## src/rtl/pd_pkg.sv

```systemverilog
package pd_pkg;

    localparam int FRAME_W = 30;
    localparam int PAY_W   = 27;
    localparam int COLOR_W = 8;
    localparam int LANES   = 3;
    localparam int PAR_POS = PAY_W;
    localparam int SLOT_W  = $clog2(FRAME_W + 1);

    typedef logic [FRAME_W-1:0] frame_t;
    typedef logic [PAY_W-1:0]   bus_t;

    typedef struct packed {
        logic [COLOR_W-1:0] red;
        logic [COLOR_W-1:0] grn;
        logic [COLOR_W-1:0] blu;
        logic               vs;
        logic               hs;
        logic               de;
    } pix_word_t;

    localparam bus_t IDLE_BUS = {{(PAY_W-1){1'b1}}, 1'b0};

    function automatic logic [1:0] norm_mode(input logic [1:0] code);
        return (code == 2'd0) ? 2'd1 : code;
    endfunction

    function automatic logic [SLOT_W-1:0] beats_of(input logic [1:0] mode);
        case (mode)
            2'd3:    return SLOT_W'(FRAME_W / 3);
            2'd2:    return SLOT_W'(FRAME_W / 2);
            default: return SLOT_W'(FRAME_W);
        endcase
    endfunction

    function automatic logic [SLOT_W-1:0] half_of(input logic [1:0] mode);
        return beats_of(mode) >> 1;
    endfunction

    function automatic frame_t shift_in(input frame_t sr, input logic [LANES-1:0] ln,
                                        input logic [1:0] mode);
        case (mode)
            2'd3:    return {ln[2], ln[1], ln[0], sr[FRAME_W-1:3]};
            2'd2:    return {ln[1], ln[0], sr[FRAME_W-1:2]};
            default: return {ln[0], sr[FRAME_W-1:1]};
        endcase
    endfunction

    function automatic logic parity_good(input frame_t f);
        return ~(^f[PAR_POS:0]);
    endfunction

    function automatic pix_word_t decode(input frame_t f);
        pix_word_t w;
        w.red = f[COLOR_W-1:0];
        w.grn = f[2*COLOR_W-1:COLOR_W];
        w.blu = f[3*COLOR_W-1:2*COLOR_W];
        w.vs  = f[3*COLOR_W];
        w.hs  = f[3*COLOR_W+1];
        w.de  = f[3*COLOR_W+2];
        return w;
    endfunction

    function automatic logic [COLOR_W-1:0] rev_color(input logic [COLOR_W-1:0] c);
        logic [COLOR_W-1:0] r;
        for (int i = 0; i < COLOR_W; i++) r[i] = c[COLOR_W-1-i];
        return r;
    endfunction

    function automatic bus_t bus_map(input pix_word_t w, input logic swp);
        if (swp)
            return {rev_color(w.blu), rev_color(w.grn), rev_color(w.red), w.vs, w.hs, w.de};
        return {w.red, w.grn, w.blu, w.vs, w.hs, w.de};
    endfunction

endpackage

```

## src/rtl/pd_lane_shift.sv

```systemverilog
module pd_lane_shift
    import pd_pkg::*;
(
    input  logic                clk,
    input  logic                rst,
    input  logic [1:0]          lane_cnt,
    input  logic                sof,
    input  logic [LANES-1:0]    lane_in,
    output frame_t              frame_q,
    output logic                frame_vld,
    output logic [1:0]          mode_q
);

    logic [SLOT_W-1:0] slot_q;
    logic              busy_q;
    logic [1:0]        mode_now;

    assign mode_now = norm_mode(lane_cnt);

    always_ff @(posedge clk) begin
        if (rst) begin
            frame_q   <= '0;
            frame_vld <= 1'b0;
            slot_q    <= '0;
            busy_q    <= 1'b0;
            mode_q    <= 2'd1;
        end else begin
            frame_vld <= 1'b0;
            if (sof) begin
                mode_q  <= mode_now;
                frame_q <= shift_in(frame_q, lane_in, mode_now);
                slot_q  <= SLOT_W'(1);
                busy_q  <= 1'b1;
            end else if (busy_q) begin
                frame_q <= shift_in(frame_q, lane_in, mode_q);
                if (slot_q == beats_of(mode_q) - SLOT_W'(1)) begin
                    frame_vld <= 1'b1;
                    busy_q    <= 1'b0;
                    slot_q    <= '0;
                end else begin
                    slot_q <= slot_q + SLOT_W'(1);
                end
            end
        end
    end

endmodule

```

## src/rtl/pd_link_watch.sv

```systemverilog
module pd_link_watch #(
    parameter int WD_W = 16
) (
    input  logic            clk,
    input  logic            rst,
    input  logic            sof,
    input  logic [WD_W-1:0] wd_limit,
    output logic            lost
);

    localparam logic [WD_W-1:0] CNT_MAX = '1;

    logic [WD_W-1:0] quiet_q;

    always_ff @(posedge clk) begin
        if (rst || sof)
            quiet_q <= '0;
        else if (quiet_q != CNT_MAX)
            quiet_q <= quiet_q + WD_W'(1);
    end

    assign lost = (quiet_q >= wd_limit);

endmodule

```

## src/rtl/pd_word_stage.sv

```systemverilog
module pd_word_stage
    import pd_pkg::*;
(
    input  logic       clk,
    input  logic       rst,
    input  frame_t     frame_q,
    input  logic       frame_vld,
    input  logic [1:0] mode_q,
    input  logic       lost,
    output pix_word_t  word_q,
    output logic       err_q,
    output logic       strobe_q,
    output logic       live_q
);

    logic [SLOT_W-1:0] hi_left_q;
    logic              good;

    assign good = parity_good(frame_q);

    always_ff @(posedge clk) begin
        if (rst) begin
            word_q    <= '0;
            err_q     <= 1'b0;
            strobe_q  <= 1'b0;
            live_q    <= 1'b0;
            hi_left_q <= '0;
        end else if (frame_vld) begin
            strobe_q  <= 1'b1;
            hi_left_q <= half_of(mode_q) - SLOT_W'(1);
            err_q     <= ~good;
            if (good) begin
                word_q <= decode(frame_q);
                live_q <= 1'b1;
            end
        end else if (lost) begin
            live_q   <= 1'b0;
            err_q    <= 1'b0;
            strobe_q <= 1'b0;
        end else if (strobe_q) begin
            if (hi_left_q == '0)
                strobe_q <= 1'b0;
            else
                hi_left_q <= hi_left_q - SLOT_W'(1);
        end
    end

endmodule

```

## src/rtl/pixel_deser.sv

```systemverilog
module pixel_deser
    import pd_pkg::*;
#(
    parameter int WD_W = 16
) (
    input  logic             clk,
    input  logic             rst,
    input  logic [1:0]       lane_cnt,
    input  logic             sof,
    input  logic [2:0]       lane_in,
    input  logic             swap,
    input  logic [WD_W-1:0]  wd_limit,
    output logic [26:0]      bus_o,
    output logic             err_o,
    output logic             pclk_o
);

    frame_t     frame_q;
    logic       frame_vld;
    logic [1:0] mode_q;
    logic       lost;
    pix_word_t  word_q;
    logic       err_q;
    logic       strobe_q;
    logic       live_q;

    pd_lane_shift u_shift (
        .clk       (clk),
        .rst       (rst),
        .lane_cnt  (lane_cnt),
        .sof       (sof),
        .lane_in   (lane_in),
        .frame_q   (frame_q),
        .frame_vld (frame_vld),
        .mode_q    (mode_q)
    );

    pd_link_watch #(.WD_W(WD_W)) u_watch (
        .clk      (clk),
        .rst      (rst),
        .sof      (sof),
        .wd_limit (wd_limit),
        .lost     (lost)
    );

    pd_word_stage u_stage (
        .clk       (clk),
        .rst       (rst),
        .frame_q   (frame_q),
        .frame_vld (frame_vld),
        .mode_q    (mode_q),
        .lost      (lost),
        .word_q    (word_q),
        .err_q     (err_q),
        .strobe_q  (strobe_q),
        .live_q    (live_q)
    );

    assign bus_o  = live_q ? bus_map(word_q, swap) : IDLE_BUS;
    assign err_o  = live_q & err_q;
    assign pclk_o = live_q & strobe_q;

endmodule

```

## config.mk

```make
export PLATFORM = sky130hd
export DESIGN_NAME = pixel_deser
export DESIGN_NICKNAME = d
export VERILOG_FILES = /design/src/rtl/pd_pkg.sv /design/src/rtl/pd_lane_shift.sv /design/src/rtl/pd_link_watch.sv /design/src/rtl/pd_word_stage.sv /design/src/rtl/pixel_deser.sv
export SDC_FILE = /design/constraint.sdc
export NUM_CORES = 1
export LEC_CHECK = 0
export ABC_AREA = 1
export ABC_CLOCK_PERIOD_IN_PS = 2300
export BUFFER_PORTS_ARGS = -buffer_cell sky130_fd_sc_hd__buf_2
export CAP_MARGIN = 40
export CORE_AREA = 2 2 127 154
export CTS_CLUSTER_DIAMETER = 200
export DETAILED_ROUTE_END_ITERATION = 10
export DIE_AREA = 0 0 129 156
export MAX_ROUTING_LAYER = met4
export PLACE_DENSITY = 0.61
export SYNTH_ARGS = -nofsm -noshare
export SYNTH_HDL_FRONTEND = slang
export SYNTH_HIERARCHICAL = 1
export SYNTH_SLANG_ARGS = --single-unit
```

## constraint.sdc

```tcl
create_clock -name clk -period 2.3 [get_ports clk]
set_clock_uncertainty 0.2 [all_clocks]
set_input_delay 0.115 -clock clk [delete_from_list [all_inputs] [get_ports clk]]
set_output_delay 0.115 -clock clk [all_outputs]
set_load 0.05 [all_outputs]
```

==> reports/metrics.cfg <==
[run_status]
status=complete, no violations

[placed_design]
pre_cts_ws_ps=91.44
place_hpwl_um=12460
portBuffers=53
gp_congestion=0.7970
dpl_cell_area_um2=7895

[route]
drtIter0Drc=504
ant_nets=0
drt_pass1_iterations=6
vias=7478
drc=0
drt-total-wl_um=17840
wl_per_cell_um=10.98
viasPerCell=4.602

[sta]
tns_ps=0
tightest_slew_ps=579.7
whs_ps=2.384
fin_crit_sh_pct=90.65
slew_violations=0
setup_violations=0
clock.fmax_mhz=479.6
period_minus_slack_ps=2085
hold_viol_final=0
rsz0062_at_grt=true
slew_headroom_pct=61.30
fin_ws_ps=215.1

[global_routing]
grt_first_pass_wirelength_um=31030
grt_max_degree=31
gr-usage-all-layers_pct=19.00
grt_pass1_vias=6739
antenna_found_initial=0
gr-total-overflow=0

[clock_network]
cts_buffers=9
clock_latency_ps=350
root_buffer=clkbuf_16
ctsLongestPathBuffers=2
cts.htree.levels=3
post_cts_buffers=0
numClockSinks=90
cts.clk_slew.worst_paths_ps=70
cts_tree=yes

[yosys]
synth_cell_types=34
synth_compound_area_share_pct=3.080
synth_top_area_share_pct=30.38
synthMuxAreaShare_pct=0
synthAdderAreaFrac_pct=3.080
syn_inst=1303
synth_top_family_by_area=simple AND/OR/NAND/NOR gates
syn_nets=1346
avgSynthCellArea_um2=5.613
synth_area_um2=7313
ys_seq_area_share_pct=24.64
synth_area_leaders=nand2_1 30%, dfxtp_1 25%, nand3_1 9.9%, inv_1 9.3%, nor2_1 3.9%
ys.flop_type=dfxtp_1
synth_edf_count=0
yosysWarnings=6
synth_most_common_cell=nand2_1
synth_xor_area_share_pct=0.9581
ys_ff_latch=90
async_reset_ff_share_pct=0
synth-simple-area-share_pct=53.14
synth_top_cells_by_count=592 x nand2_1, 181 x inv_1, 144 x nand3_1
synth_area_leader_cell=nand2_1

[setup_path]
r2r-end=u_stage/hi_left_q[2]
critPathKind=reg -> reg
reg2reg_slack_ps=220
crit_end=u_stage/hi_left_q[2]
worstPathMaxFanout=3
arrival_ps=2150
reg2reg_depth=11
startpoint=u_watch/quiet_q[5]
worst-endpoint-required_ps=2370
worst_setup_path_end_kind=register
reg2reg_from=u_watch/quiet_q[5]
start_kind=register

[floorplanning]
die_width_um=129
die_area_um2=20120
initial_utilization_pct=39.22
rows=55
pin_count=54
die_y_um=156
core_um2=18650

[finish]
drive_above_1_share_pct=14.24
fin_nets=1407
post-route-cell-area_um2=8265
area_growth_pct=13.02
n_antenna_cell=0

[pwr]
p_leak_nw=4.135
power_w=0.003464
vdd_ir_drop_max_mv=0.3235
power_density_nw_per_um2=419.1

[flow_run]
drv_cap=0

[hold_path]
hp-class=in -> reg

## worst min-delay path by stage
stage,startpoint,endpoint,slack (ps),depth (start not counted)
after CTS,lane_in[1],u_shift/frame_q[29],1,7
after global placement,lane_cnt[1],u_shift/mode_q[1],180,3
after detailed placement,lane_cnt[1],u_shift/mode_q[1],180,3
after global routing,lane_in[1],u_shift/frame_q[28],60,7
after floorplan,rst,u_shift/busy_q,-20,1
final,lane_in[1],u_shift/frame_q[29],2,7
## cell type report
| cell class | count | area [um2] |
|---|---|---|
| clock buffers | 14 | 264.0 |
| clock inverters | 2 | 35.03 |
| fillers | 1994 | 10380 |
| inverters | 192 | 728.2 |
| multi-input cells | 968 | 4423 |
| flip-flops and latches | 90 | 1802 |
| well taps | 256 | 320.3 |
| repair buffers | 103 | 693.2 |
## layout by cell type, fill, tap and decap left out, types with 3 or more instances in the layout
| master | instances |
|---|---|
| a21oi_1 | 19 |
| a31oi_1 | 5 |
| buf_12 | 3 |
| buf_2 | 53 |
| buf_4 | 41 |
| clkbuf_1 | 3 |
| clkbuf_16 | 9 |
| dfxtp_1 | 90 |
| dlygate4sd3_1 | 6 |
| ha_1 | 18 |
| inv_1 | 181 |
| inv_2 | 8 |
| nand2_1 | 591 |
| nand2_2 | 42 |
| nand3_1 | 144 |
| nand3_2 | 22 |
| nand4_1 | 9 |
| nor2_1 | 74 |
| nor2_4 | 3 |
| nor3_1 | 8 |
| o21ai_0 | 12 |
| xnor2_1 | 6 |
## cells by family after synthesis
logic type | after synthesis
adders and majority gates | 18
AOI/OAI and AO/OA | 42
and+or+nand+nor | 900
buffers and inverters | 245
xor gates and xnor gates | 8
DFF | 90
## critical path: stages (launching register included)
cell,delay (ps)
dfxtp_1,320
ha_1,280
a21oi_1,140
nor2_1,50
nor3_1,150
nand2_1,110
nand2_1,70
nand2_1,70
o21ai_2,160
nand3_1,140
o21a_1,190
nor3_1,120
## flip-flops by register name, indices dropped and copies added (netlist names)
| name | count |
|---|---|
| u_shift/frame_q | 30 |
| u_stage/word_q | 27 |
| u_watch/quiet_q | 16 |
| u_shift/slot_q | 5 |
| u_stage/hi_left_q | 5 |
| u_shift/mode_q | 2 |
| u_shift/busy_q | 1 |
| u_shift/frame_vld | 1 |
| u_stage/err_q | 1 |
| u_stage/live_q | 1 |
| u_stage/strobe_q | 1 |
## report_power, final
part,leakage (nW),switching (W),internal (W)
clock network,0.147,0.000620,0.000902
logic,3.26,0.000245,0.000108
registers,0.726,0.0000189,0.00157
## metal layers
layer	track usage, %	up-vias	wire (um)
met2	31.44	151	8143
li1	-	4077	-
met5	-	-	0
met4	5.383	0	221
met1	24.26	3235	8702
met3	2.503	15	769
## metrics by stage
step,utilization [%],instances
after floorplan,-,1303
after global placement,42.33,1603
after detailed placement,42.33,1603
after CTS,44.26,1625
after global routing,44.32,1625
final,44.32,1625
## what timing repair did
action	in CTS	in global routing
resized for setup	0	4
hold buffers	6	0
hold endpoints to repair	11	0
setup endpoints to repair	0	22
Note: power is estimated with default switching activity, not from simulation.
